**src/rtl/red_pkg.sv**
```systemverilog
package red_pkg;

    typedef enum logic [1:0] {
        RED_AND = 2'd0,
        RED_OR  = 2'd1,
        RED_XOR = 2'd2
    } red_op_e;

    // width of the next level for a level of width w
    function automatic int next_width(input int w, input int f);
        return (w + f - 1) / f;
    endfunction

    // width entering level s (level 0 sees the full input)
    function automatic int level_width(input int w, input int f, input int s);
        int cur;
        cur = w;
        for (int i = 0; i < s; i++) begin
            cur = next_width(cur, f);
        end
        return cur;
    endfunction

    // number of levels needed to fold w bits down to one
    function automatic int level_count(input int w, input int f);
        int cur;
        int n;
        cur = w;
        n   = 0;
        while (cur > 1) begin
            cur = next_width(cur, f);
            n++;
        end
        return n;
    endfunction

    // whether the output of level s is registered
    function automatic bit level_registered(input int w, input int f,
                                            input int s, input int d);
        return (((s + 1) % d) == 0) && (level_width(w, f, s + 1) > 1);
    endfunction

    // registers on the path from din to result
    function automatic int path_latency(input int w, input int f, input bit ri,
                                        input bit ro, input int d);
        int n;
        n = int'(ri) + int'(ro);
        for (int s = 0; s < level_count(w, f); s++) begin
            if (level_registered(w, f, s, d)) begin
                n++;
            end
        end
        return n;
    endfunction

    // neutral fill bit for an operator
    function automatic logic neutral_bit(input red_op_e op);
        return (op == RED_AND);
    endfunction

endpackage

```
**src/rtl/red_pipe_reg.sv**
```systemverilog
module red_pipe_reg
    import red_pkg::*;
#(
    parameter int W      = 8,
    parameter bit ENABLE = 1'b1
) (
    input  logic         clk,
    input  logic         rst,
    input  logic [W-1:0] d,
    output logic [W-1:0] q
);

    generate
        if (ENABLE) begin : g_flop
            always_ff @(posedge clk or posedge rst) begin
                if (rst) begin
                    q <= '0;
                end else begin
                    q <= d;
                end
            end

            // reset holds the stage at zero
            assert_reg_clear_R6: assert property (@(posedge clk) rst |-> (q == '0));

            // each enabled stage adds exactly one cycle
            assert_reg_tracks_R4: assert property (@(posedge clk) disable iff (rst)
                !rst |=> (q == $past(d)));
        end else begin : g_wire
            logic unused_ok;
            assign unused_ok = &{1'b0, clk, rst};
            assign q = d;
        end
    endgenerate

endmodule

```
**src/rtl/red_group.sv**
```systemverilog
module red_group
    import red_pkg::*;
#(
    parameter int      FANIN = 3,
    parameter red_op_e OP    = RED_XOR
) (
    input  logic [FANIN-1:0] bits,
    output logic             y
);

    always_comb begin
        unique case (OP)
            RED_AND: begin
                y = &bits;
                assert_group_and_R1: assert (y == ($countones(bits) == FANIN));
            end
            RED_OR: begin
                y = |bits;
                assert_group_or_R2: assert (y == ($countones(bits) != 0));
            end
            default: begin
                y = ^bits;
                assert_group_xor_R3: assert (y == (($countones(bits) % 2) == 1));
            end
        endcase
    end

endmodule

```
**src/rtl/red_level.sv**
```systemverilog
module red_level
    import red_pkg::*;
#(
    parameter int      IN_W    = 8,
    parameter int      FANIN   = 3,
    parameter red_op_e OP      = RED_XOR,
    parameter bit      REG_OUT = 1'b0
) (
    input  logic                                  clk,
    input  logic                                  rst,
    input  logic [IN_W-1:0]                       din,
    output logic [((IN_W + FANIN - 1) / FANIN)-1:0] dout
);

    localparam int   OUT_W = (IN_W + FANIN - 1) / FANIN;
    localparam int   PAD_W = OUT_W * FANIN;
    localparam logic FILL  = neutral_bit(OP);

    logic [PAD_W-1:0] padded;
    logic [OUT_W-1:0] grp_out;

    // fill the upper end with the operator's neutral bit
    always_comb begin
        padded            = {PAD_W{FILL}};
        padded[IN_W-1:0]  = din;
    end

    generate
        for (genvar k = 0; k < OUT_W; k++) begin : gen_group
            red_group #(
                .FANIN (FANIN),
                .OP    (OP)
            ) u_group (
                .bits (padded[k*FANIN +: FANIN]),
                .y    (grp_out[k])
            );
        end
    endgenerate

    red_pipe_reg #(
        .W      (OUT_W),
        .ENABLE (REG_OUT)
    ) u_stage (
        .clk (clk),
        .rst (rst),
        .d   (grp_out),
        .q   (dout)
    );

endmodule

```
**src/rtl/wide_reduce_tree.sv**
```systemverilog
module wide_reduce_tree
    import red_pkg::*;
#(
    parameter int      DATA_W    = 37,
    parameter int      FANIN     = 3,
    parameter red_op_e OP        = RED_XOR,
    parameter bit      IN_REG    = 1'b1,
    parameter bit      OUT_REG   = 1'b1,
    parameter int      MAX_DEPTH = 2
) (
    input  logic              clk,
    input  logic              rst,
    input  logic [DATA_W-1:0] din,
    output logic              result
);

    localparam int NLEV    = level_count(DATA_W, FANIN);
    localparam int LATENCY = path_latency(DATA_W, FANIN, IN_REG, OUT_REG, MAX_DEPTH);
    localparam int CNT_W   = $clog2(LATENCY + 4) + 1;
    localparam int CNT_MAX = LATENCY + 3;

    logic [DATA_W-1:0] in_q;
    logic              tree_out;

    red_pipe_reg #(
        .W      (DATA_W),
        .ENABLE (IN_REG)
    ) u_in_stage (
        .clk (clk),
        .rst (rst),
        .d   (din),
        .q   (in_q)
    );

    generate
        for (genvar s = 0; s < NLEV; s++) begin : gen_level
            localparam int IW      = level_width(DATA_W, FANIN, s);
            localparam int OW      = level_width(DATA_W, FANIN, s + 1);
            localparam bit CUT_REG = level_registered(DATA_W, FANIN, s, MAX_DEPTH);

            logic [IW-1:0] lvl_in;
            logic [OW-1:0] lvl_q;

            if (s == 0) begin : g_first
                assign lvl_in = in_q;
            end else begin : g_next
                assign lvl_in = gen_level[s-1].lvl_q;
            end

            red_level #(
                .IN_W    (IW),
                .FANIN   (FANIN),
                .OP      (OP),
                .REG_OUT (CUT_REG)
            ) u_level (
                .clk  (clk),
                .rst  (rst),
                .din  (lvl_in),
                .dout (lvl_q)
            );
        end

        if (NLEV == 0) begin : g_no_tree
            assign tree_out = in_q[0];
        end else begin : g_tree
            assign tree_out = gen_level[NLEV-1].lvl_q[0];
        end
    endgenerate

    red_pipe_reg #(
        .W      (1),
        .ENABLE (OUT_REG)
    ) u_out_stage (
        .clk (clk),
        .rst (rst),
        .d   (tree_out),
        .q   (result)
    );

    // count consecutive edges with an unchanged input
    logic [DATA_W-1:0] hold_din_q;
    logic [CNT_W-1:0]  hold_cnt_q;

    always_ff @(posedge clk or posedge rst) begin
        if (rst) begin
            hold_din_q <= '0;
            hold_cnt_q <= '0;
        end else begin
            hold_din_q <= din;
            if (din != hold_din_q) begin
                hold_cnt_q <= '0;
            end else if (hold_cnt_q != CNT_W'(CNT_MAX)) begin
                hold_cnt_q <= hold_cnt_q + 1'b1;
            end
        end
    end

    assert_hold_stable_R8: assert property (@(posedge clk) disable iff (rst)
        ((din == hold_din_q) && (hold_cnt_q >= CNT_W'(LATENCY + 2))) |-> $stable(result));

endmodule

```
**config.mk**
```make
export PLATFORM = sky130hd
export DESIGN_NAME = wide_reduce_tree
export DESIGN_NICKNAME = d
export VERILOG_FILES = /design/src/rtl/red_pkg.sv /design/src/rtl/red_pipe_reg.sv /design/src/rtl/red_group.sv /design/src/rtl/red_level.sv /design/src/rtl/wide_reduce_tree.sv
export SDC_FILE = /design/constraint.sdc
export NUM_CORES = 1
export LEC_CHECK = 0
export ABC_AREA = 1
export BUFFER_PORTS_ARGS = -buffer_cell sky130_fd_sc_hd__buf_2
export CELL_PAD_IN_SITES_DETAIL_PLACEMENT = 2
export CELL_PAD_IN_SITES_GLOBAL_PLACEMENT = 2
export CORE_MARGIN = 2
export CORE_UTILIZATION = 34
export CTS_CLUSTER_DIAMETER = 50
export DETAILED_ROUTE_END_ITERATION = 10
export PLACE_DENSITY = 0.92
export SETUP_SLACK_MARGIN = 0.2
export SLEW_MARGIN = 20
export SYNTH_ARGS = -nofsm -noshare
export SYNTH_HDL_FRONTEND = slang
export SYNTH_SLANG_ARGS = --single-unit
```
**constraint.sdc**
```tcl
create_clock -name clk -period 3.25 [get_ports clk]
set_clock_uncertainty 0.15 [all_clocks]
set_input_delay 0.1625 -clock clk [delete_from_list [all_inputs] [get_ports clk]]
set_output_delay 0.1625 -clock clk [all_outputs]
set_load 0.05 [all_outputs]
```
==> impl_metrics.env, run 1 <==
export IMPL_status="finished, final reports clean"
export IMPL_hp_class="reg2reg"
export IMPL_p_seq_share_pct=51.5
export IMPL_place_congestion=0.672
export IMPL_initial_utilization_pct=35.3
export IMPL_finalHoldViolCount=0
export IMPL_fp_coreArea_sq_um=5140
export IMPL_critPathMaxStageDelay_ps=410
export IMPL_finalMaxSlewViolations=0
export IMPL_io_buffers=39
export IMPL_ys_seq_area_share_pct=59.3
export IMPL_power_density_nw_per_um2=454
export IMPL_grt_pass1_vias=2052
export IMPL_grt_usage_pct=22.3
export IMPL_vias_per_cell=4.54
export IMPL_period_share_pct=43.4
export IMPL_die_x_microns=77.0
export IMPL_synthAdderAreaFrac_pct=0
export IMPL_first_pass_iters=4
export IMPL_ir_worst_vdd_mv=0.192
export IMPL_fp_row_count=26
export IMPL_dpl_cell_count=318
export IMPL_synth_compound_area_share_pct=0
export IMPL_synthMuxAreaShare_pct=0
export IMPL_die_height_microns=77.0
export IMPL_ant_nets=0
export IMPL_r2r_end="gen_level[1].u_level.u_stage.q[3]"
export IMPL_cp_max_fo=2
export IMPL_synth_top_family_by_area="simple AND/OR/NAND/NOR gates"
export IMPL_drive_gt1_share_pct=23.8
export IMPL_r2r_slack_ps=1840
export IMPL_crit_chain="inv_1 > nand2_1 > nand2_1 > xor2_1 > inv_1 > nand2_1 > nand2_1"
export IMPL_diodes=0
export IMPL_postRouteWirelength_microns=5880
export IMPL_sw_frac_of_total_pct=29.7
export IMPL_post_cts_buffers=0
export IMPL_cts_inserted_buffers=5
export IMPL_synth_fp_nets=247
export IMPL_syn_inst=208
export IMPL_fmax_mhz=709
export IMPL_final_cell_mix="nand2_1, dfrtp_1, buf_2, dlygate4sd3_1, inv_1"
export IMPL_crit_path_start_kind="flip-flop"
export IMPL_worstSetupPathType="reg2reg"
export IMPL_worstSkewPairLatency_ps=290
export IMPL_num_vias=1653
export IMPL_grt_max_degree=32
export IMPL_synth_distinct_cells=9
export IMPL_worst_slew_pin_slew_ps=457
export IMPL_areaGrowthSynthToFinish_pct=41.6
export IMPL_synthSimpleGateAreaFrac_pct=29.2
export IMPL_post_synth_cell_area_avg_sq_um=8.72
export IMPL_antenna_found_initial=0
export IMPL_ys_ff_latch=43
export IMPL_rsz0062_at_grt="false"
export IMPL_slew_headroom_pct=69.3
export IMPL_clk_path_buf_depth=2
export IMPL_wl_per_cell_microns=16.2
export IMPL_maxCapViolCount=0
export IMPL_r2r_cells=7
export IMPL_tns_ps=0
export IMPL_ioPinCount=40
export IMPL_synth_warnings=0
export IMPL_p_switching_w=0.000346
export IMPL_gr_total_overflow=0
export IMPL_pwr_share_comb_pct=19.9
export IMPL_hold_path_cell_count=0
export IMPL_rr_startpoint="u_in_stage.q[33]"
export IMPL_cp_end_kind="flip-flop"
export IMPL_crit_slowest_cell="dfrtp_1"
export IMPL_hp_start="u_in_stage.q[36]"
export IMPL_cpMostUsedCell="nand2_1"
export IMPL_hpwl_microns=3340
export IMPL_path_clk_slew_ps=90
export IMPL_cts_tree="done"
export IMPL_grt_pass1_wl_microns=10100
export IMPL_post_synth_instance_area_sq_um=1810
export IMPL_fp_dieArea_sq_um=5940
export IMPL_required_ps=3280
export IMPL_layout_cells_non_filler=364
export IMPL_synthXorXnorAreaFrac_pct=3.86
export IMPL_ctsHoldBuffers=38
export IMPL_clock_sinks=43
export IMPL_first_iter_violations=56
export IMPL_root_buffer="clkbuf_8"
export IMPL_p_clk_share_pct=28.6
export IMPL_hold_path_end="gen_level[1].u_level.u_stage.q[4]"
export IMPL_final_setup_viol_count=0
export IMPL_fin_nets=332
export IMPL_cts_resized=0
export IMPL_htree_num_levels=2
export IMPL_leakagePower_nw=1.43
export IMPL_final_common_cell="nand2_1"
export IMPL_drc_errors=0
export IMPL_arrival_ps=1440
export IMPL_period_minus_slack_ps=1410
export IMPL_intPower_w=0.000821
[routing by layer]
| layer | track usage (%) | vias up | part of all wire (%) |
|---|---|---|---|
| li1 | - | 779 | - |
| met1 | 22.3 | 824 | 36 |
| met2 | 45.9 | 40 | 60 |
| met3 | 3.53 | 10 | 2.6 |
| met4 | 6.79 | 0 | 2.0 |
| met5 | 0 | - | 0 |
[worst max-delay path: cells and delay by family (launching register included)]
family | cells | cell delay (ps)
flops | 1 | 410
simple gates | 4 | 310
xor+xnor | 1 | 250
buf+inv | 2 | 170
[how the worst max path moves through the flow]
stage	startpoint	end	slack, ps	cells after the start
floorplan	rst	gen_level[1].u_level.u_stage.q[0]	1930	1
global placement	u_in_stage.q[0]	gen_level[1].u_level.u_stage.q[0]	2110	8
detailed placement	u_in_stage.q[0]	gen_level[1].u_level.u_stage.q[0]	2030	8
CTS	rst	u_in_stage.q[17]	1980	4
global route	u_in_stage.q[30]	gen_level[1].u_level.u_stage.q[3]	1770	8
finish	u_in_stage.q[33]	gen_level[1].u_level.u_stage.q[3]	1840	7
[stage by stage]
step	total power, W	utilization (%)	instance area, sq um	worst slack, ps	hold WS [ps]
after CTS	0.00116	50.0	2570	1980	202
after global placement	0.000779	40.9	2100	2110	-21.3
final	0.00117	50.0	2570	1840	206
after detailed placement	0.000795	40.9	2100	2030	-2.85
after floorplan	0.000733	-	1810	1930	43.9
after global routing	0.00123	50.0	2570	1770	238
[power by group through the flow]
stage | clock network, W | logic [W] | registers [W]
floorplan | 0 | 0.000107 | 0.000625
global placement | 0 | 0.000174 | 0.000605
detailed placement | 0 | 0.000186 | 0.000609
global route | 0.000364 | 0.000264 | 0.000606
finish | 0.000334 | 0.000232 | 0.000601
CTS | 0.000339 | 0.000223 | 0.000599
[state kept, by name, summed over array words and instances (netlist names)]
signal	flops
u_out_stage.q	1
gen_level.u_level.u_stage.q	5
u_in_stage.q	37
[synth_stat cells]
master    n  area share (%)
xor2_1    4             1.9
nand2_1  78              16
dfrtp_1  43              59
inv_1    35             7.2
nand3_1  21             5.8
nand2_2  20             6.9
or2_1     1            0.35
inv_2     2            0.41
xnor2_1   4             1.9
[kinds of logic (layout without fill, tap and decap cells)]
family | after synthesis | in the layout
and+or+nand+nor | 120 | 120
buffers and inverters | 37 | 123
xor gates and xnor gates | 8 | 8
DFF | 43 | 43
[area by class of cell]
class | count | area [sq um]
sequential | 43 | 1080
inverter | 37 | 139
clock buffer | 5 | 68.8
multi-input combinational | 128 | 599
clock inverter | 3 | 15.0
timing repair buffer | 78 | 583
tap | 70 | 87.6
fill | 557 | 2570
(Power assumes the default switching activity.)
==> run 2, diff against run 1 <==
--- a/config.mk
+++ b/config.mk
@@ -10,10 +10,10 @@
 export CELL_PAD_IN_SITES_DETAIL_PLACEMENT = 2
 export CELL_PAD_IN_SITES_GLOBAL_PLACEMENT = 2
 export CORE_MARGIN = 2
-export CORE_UTILIZATION = 34
+export CORE_UTILIZATION = 31
 export CTS_CLUSTER_DIAMETER = 50
 export DETAILED_ROUTE_END_ITERATION = 10
-export PLACE_DENSITY = 0.92
+export PLACE_DENSITY = 0.85
 export SETUP_SLACK_MARGIN = 0.2
 export SLEW_MARGIN = 20
 export SYNTH_ARGS = -nofsm -noshare
==> constraint.sdc (replaced) <==
create_clock -name clk -period 1.4 [get_ports clk]
set_clock_uncertainty 0.15 [all_clocks]
set_input_delay 0.07 -clock clk [delete_from_list [all_inputs] [get_ports clk]]
set_output_delay 0.07 -clock clk [all_outputs]
set_load 0.05 [all_outputs]
==> run 2 against run 1 <==
Compared with the run above:
- critical path type unchanged
- largest power group unchanged
- power rose to 2.6 times the previous value
- design area rose by 4.7%
- core utilization fell by 1.7 points
- worst hold slack improved by 2.1 ps
==> impl_metrics.env, run 2 (same netlist as run 1, synthesis figures left out) <==
export IMPL_clock_sinks=43
export IMPL_sw_frac_of_total_pct=27.6
export IMPL_hp_start="u_in_stage.q[36]"
export IMPL_wl_per_cell_microns=15.2
export IMPL_first_iter_violations=26
export IMPL_tns_ps=0
export IMPL_root_buffer="clkbuf_8"
export IMPL_worst_slew_pin_slew_ps=239
export IMPL_power_density_nw_per_um2=1110
export IMPL_fp_coreArea_sq_um=5570
export IMPL_drc_errors=0
export IMPL_grt_pass1_vias=1917
export IMPL_status="finished, final reports clean"
export IMPL_rsz0062_at_grt="true"
export IMPL_antenna_found_initial=0
export IMPL_largest_register="u_in_stage.q"
export IMPL_hpwl_microns=2830
export IMPL_setup_ws_ps=106
export IMPL_clk_path_buf_depth=2
export IMPL_cp_end_kind="flip-flop"
export IMPL_cts_inserted_buffers=5
export IMPL_crit_slowest_cell="dfrtp_1"
export IMPL_grt_usage_pct=18.1
export IMPL_pre_cts_ws_ps=208
export IMPL_required_ps=1450
export IMPL_gr_total_overflow=0
export IMPL_cts_tree="done"
export IMPL_intPower_w=0.00216
export IMPL_arrival_ps=1340
export IMPL_areaGrowthSynthToFinish_pct=48.2
export IMPL_period_minus_slack_ps=1290
export IMPL_crit_chain="inv_1 > nand2_1 > nand2_1 > xor2_1 > inv_1 > nand2_1 > nand2_1"
export IMPL_n_fill_cell=602
export IMPL_r2r_slack_ps=110
export IMPL_die_x_microns=80.5
export IMPL_reg_top3="u_in_stage.q x37, gen_level.u_level.u_stage.q x5, u_out_stage.q x1"
export IMPL_fp_dieArea_sq_um=6480
export IMPL_cpMostUsedCell="nand2_1"
export IMPL_ant_nets=0
export IMPL_fp_row_count=27
export IMPL_fmax_mhz=773
export IMPL_final_cell_mix="nand2_1, dfrtp_1, buf_2, dlygate4sd3_1, nand2_2"
export IMPL_final_common_cell="nand2_1"
export IMPL_path_clk_slew_ps=90
export IMPL_vias_per_cell=4.45
export IMPL_initial_utilization_pct=32.5
export IMPL_cp_max_fo=2
export IMPL_ioPinCount=40
export IMPL_grt_max_degree=44
export IMPL_postRouteWirelength_microns=5580
export IMPL_finalMaxSlewViolations=0
export IMPL_htree_num_levels=2
export IMPL_hold_path_cell_count=0
export IMPL_finalHoldViolCount=0
export IMPL_num_vias=1633
export IMPL_p_clk_share_pct=34.4
export IMPL_drive_gt1_share_pct=32.2
export IMPL_largest_reg_flops=37
export IMPL_p_seq_share_pct=46.8
export IMPL_r2r_cells=7
export IMPL_leakagePower_nw=1.47
export IMPL_crit_path_start_kind="flip-flop"
export IMPL_first_pass_iters=3
export IMPL_worstSkewPairLatency_ps=300
export IMPL_fin_nets=333
export IMPL_place_congestion=0.691
export IMPL_rr_startpoint="u_in_stage.q[33]"
export IMPL_pwr_share_comb_pct=18.7
export IMPL_worstSetupPathType="reg2reg"
export IMPL_hold_path_end="gen_level[1].u_level.u_stage.q[4]"
export IMPL_die_height_microns=80.5
export IMPL_period_share_pct=92.4
export IMPL_io_buffers=39
export IMPL_slew_headroom_pct=84.0
export IMPL_hp_class="reg2reg"
export IMPL_r2r_end="gen_level[1].u_level.u_stage.q[3]"
export IMPL_grt_pass1_wl_microns=8650
export IMPL_diodes=0
export IMPL_maxCapViolCount=0
export IMPL_critPathMaxStageDelay_ps=410
export IMPL_p_switching_w=0.000821
export IMPL_ir_worst_vdd_mv=0.509
export IMPL_final_setup_viol_count=0
-- run 2: layout make-up --
cell class                      instances  area (sq um)  share of cell area (%)
Clock buffer                            6          82.6                    3.07
Clock inverter                          2          35.0                    1.30
Inverter                               37           143                    5.30
Multi-Input combinational cell        128           659                    24.5
Sequential cell                        43          1080                    40.0
Tap cell                               72          90.1                    3.35
Timing Repair Buffer                   79           603                    22.4
-- run 2: timing repair --
| item | in CTS | in global routing |
|---|---|---|
| hold buffers | 38 | 0 |
| endpoints found under the hold margin | 80 | 0 |
| resized for setup | 2 | 25 |
| pin swaps | 4 | 6 |
| setup endpoints to repair | 2 | 5 |
| setup buffers | 0 | 1 |
-- run 2: critical path, delay by kind of cell (launching register included) --
kind	cells	cell delay (ps)
buffers and inverters	2	160
and+or+nand+nor	4	280
xor gates and xnor gates	1	200
DFF	1	410
-- run 2: worst max path at each step --
stage	end	slack (ps)	cells after the start	from
after floorplan	gen_level[1].u_level.u_stage.q[0]	330	7	u_in_stage.q[6]
after global placement	gen_level[1].u_level.u_stage.q[1]	260	8	u_in_stage.q[14]
after detailed placement	gen_level[1].u_level.u_stage.q[0]	210	7	u_in_stage.q[6]
after CTS	gen_level[1].u_level.u_stage.q[0]	170	7	u_in_stage.q[6]
after global routing	gen_level[1].u_level.u_stage.q[3]	40	7	u_in_stage.q[33]
final	gen_level[1].u_level.u_stage.q[3]	110	7	u_in_stage.q[33]
-- run 2: through the flow --
stage,std cells,power (W),util [%],hold WS [ps],cell area [sq um]
floorplan,208,0.00170,-,-82.1,1820
global placement,320,0.00182,38.1,-11.2,2120
finish,367,0.00298,48.2,208,2690
global route,367,0.00316,48.2,210,2690
detailed placement,320,0.00185,38.1,6.81,2120
CTS,366,0.00293,47.1,197,2630
-- run 2: metal layers --
metal  vias to the layer above  wire [microns]  track usage, %
met5                         -               0               0
met4                         0              15            3.56
met3                         2             126            4.38
met2                        27            3420            38.0
met1                       824            2020            17.3
li1                        780               -               -
-- run 2: power by group through the flow --
stage                     logic, W  registers (W)  clock network [W]
after global routing      0.000632        0.00141            0.00112
after global placement    0.000411        0.00141                  0
after floorplan           0.000250        0.00145                  0
final                     0.000558        0.00139            0.00103
after detailed placement  0.000432        0.00141                  0
after CTS                 0.000519        0.00139            0.00103
==> run 3, diff against run 2 <==
--- a/config.mk
+++ b/config.mk
@@ -9,6 +9,7 @@
 export BUFFER_PORTS_ARGS = -buffer_cell sky130_fd_sc_hd__buf_2
 export CELL_PAD_IN_SITES_DETAIL_PLACEMENT = 2
 export CELL_PAD_IN_SITES_GLOBAL_PLACEMENT = 2
+export CORE_ASPECT_RATIO = 0.5
 export CORE_MARGIN = 2
 export CORE_UTILIZATION = 31
 export CTS_CLUSTER_DIAMETER = 50
==> run 3 against run 2 <==
Compared with the run above:
- power up 11%
- final cell count rose by 0.27%
- sequential power hardly changed
- combinational power increased by 14%
- global-route usage is 2.9 points higher
- register-to-register slack got worse by 70 ps
- critical path depth decreased by 1
- core utilization up 1.5 points
==> impl_metrics.env, run 3 (same netlist as run 1, synthesis figures left out) <==
export IMPL_status="finished, final reports clean"
export IMPL_finalHoldViolCount=0
export IMPL_final_cell_mix="nand2_1, nand2_2, dfrtp_1, buf_2, dlygate4sd3_1"
export IMPL_fin_nets=333
export IMPL_clk_path_buf_depth=2
export IMPL_diodes=0
export IMPL_tns_ps=0
export IMPL_cp_end_kind="flip-flop"
export IMPL_fmax_mhz=734
export IMPL_n_fill_cell=579
export IMPL_root_buffer="clkbuf_16"
export IMPL_io_buffers=39
export IMPL_cts_inserted_buffers=5
export IMPL_gr_total_overflow=0
export IMPL_finalMaxSlewViolations=0
export IMPL_fp_row_count=19
export IMPL_worst_slew_pin_slew_ps=250
export IMPL_worstSetupPathType="reg2reg"
export IMPL_place_congestion=0.649
export IMPL_required_ps=1440
export IMPL_arrival_ps=1400
export IMPL_path_clk_slew_ps=60
export IMPL_largest_register="u_in_stage.q"
export IMPL_grt_pass1_wl_microns=10300
export IMPL_worstSkewPairLatency_ps=290
export IMPL_fp_dieArea_sq_um=6520
export IMPL_grt_pass1_vias=2039
export IMPL_r2r_cells=6
export IMPL_num_vias=1724
export IMPL_grt_usage_pct=21.0
export IMPL_period_minus_slack_ps=1360
export IMPL_ioPinCount=40
export IMPL_largest_reg_flops=37
export IMPL_crit_path_start_kind="flip-flop"
export IMPL_die_x_microns=112
export IMPL_multiInputGateArea_sq_um=699
export IMPL_hold_path_cell_count=0
export IMPL_areaGrowthSynthToFinish_pct=52.6
export IMPL_final_setup_viol_count=0
export IMPL_rsz0062_at_grt="true"
export IMPL_grt_max_degree=44
export IMPL_drc_errors=0
export IMPL_reg_top3="u_in_stage.q x37, gen_level.u_level.u_stage.q x5, u_out_stage.q x1"
export IMPL_hpwl_microns=3190
export IMPL_first_iter_violations=38
export IMPL_fp_coreArea_sq_um=5560
export IMPL_dpl_cell_count=321
export IMPL_clock_sinks=43
export IMPL_ant_nets=0
export IMPL_wl_per_cell_microns=19.4
export IMPL_cts_tree="done"
export IMPL_leakagePower_nw=1.49
export IMPL_period_share_pct=97.3
export IMPL_cp_max_fo=2
export IMPL_maxCapViolCount=0
export IMPL_vias_per_cell=4.68
export IMPL_antenna_found_initial=0
export IMPL_first_pass_iters=4
export IMPL_final_common_cell="nand2_1"
export IMPL_initial_utilization_pct=32.6
export IMPL_postRouteWirelength_microns=7150
export IMPL_die_height_microns=58.1
export IMPL_htree_num_levels=2
export IMPL_slew_headroom_pct=83.3
export IMPL_hp_class="reg2reg"
export IMPL_regArea_sq_um=1080
export IMPL_ir_worst_vdd_mv=0.675
export IMPL_power_density_nw_per_um2=1200
export IMPL_postLayoutCoreUtil_pct=49.8
export IMPL_drive_gt1_share_pct=35.6
export IMPL_layout_cells_non_filler=368
-- run 3: cell types whose count changed in the layout (fill, tap and decap cells not counted), moves of 2 or more --
cell	before	now
nand2_4	4	1
inv_1	25	30
xor2_2	0	2
xor2_1	4	2
clkbuf_16	0	5
inv_2	11	6
nand2_1	66	53
nand2_2	28	44
clkbuf_8	6	2
-- run 3: path summary, 6_finish.rpt --
path	slack [ps]	end	from
setup / recovery	40	gen_level[1].u_level.u_stage.q[1]	u_in_stage.q[16]
hold / removal	210	gen_level[1].u_level.u_stage.q[4]	u_in_stage.q[36]
setup reg to reg	40	gen_level[1].u_level.u_stage.q[1]	u_in_stage.q[16]
hold reg to reg	210	gen_level[1].u_level.u_stage.q[4]	u_in_stage.q[36]
max in group asynchronous	580	u_in_stage.q[35]	rst
min in group asynchronous	290	u_in_stage.q[29]	rst
-- run 3: cell type report --
| type | count | share of cell area [%] |
|---|---|---|
| Clock buffer | 8 | 5.65 |
| Inverter | 37 | 5.15 |
| Multi-Input combinational cell | 128 | 25.3 |
| Sequential cell | 43 | 38.9 |
| Tap cell | 73 | 3.30 |
| Timing Repair Buffer | 79 | 21.8 |
-- run 3: stage by stage --
| step | setup WS, ps | cell area, sq um | hold slack (ps) | power [W] |
|---|---|---|---|---|
| after floorplan | 329 | 1820 | -82.1 | 0.00170 |
| after global placement | 271 | 2120 | -13.4 | 0.00181 |
| after detailed placement | 174 | 2120 | -6.67 | 0.00186 |
| after CTS | 178 | 2690 | 206 | 0.00318 |
| after global routing | -30.1 | 2770 | 228 | 0.00344 |
| final | 38.0 | 2770 | 214 | 0.00332 |
-- run 3: where the power goes --
part	switching, W	leakage, nW	total [W]	internal, W
clock network	0.000505	0.0772	0.00127	0.000761
registers	0.0000808	0.503	0.00142	0.00134
logic	0.000375	0.908	0.000634	0.000259
total	0.000961	1.49	0.00332	0.00236
-- run 3: per-layer routing --
metal / track usage, % / up-vias / wire length [microns]
li1: - / 785 / -
met3: 3.66 / 13 / 233
met4: 6.79 / 0 / 132
met2: 44.6 / 49 / 4070
met1: 21.2 / 877 / 2720
met5: 0 / - / 0
-- run 3: worst max-delay path, cell delays in order (launching register included) --
cell     delay (ps)
dfrtp_1         410
xnor2_1         230
nand2_1         140
nand2_1         140
inv_1            70
nand2_2          70
nand2_1          50
-- run 3: timing repair --
action                                 4_1_cts  5_1_grt
pin swaps                                    5       20
gates resized for setup                      7       28
hold buffers                                38        0
gates cloned                                 0        0
setup endpoints to repair                    5        5
endpoints found under the hold margin       80        0
setup buffers                                0        1
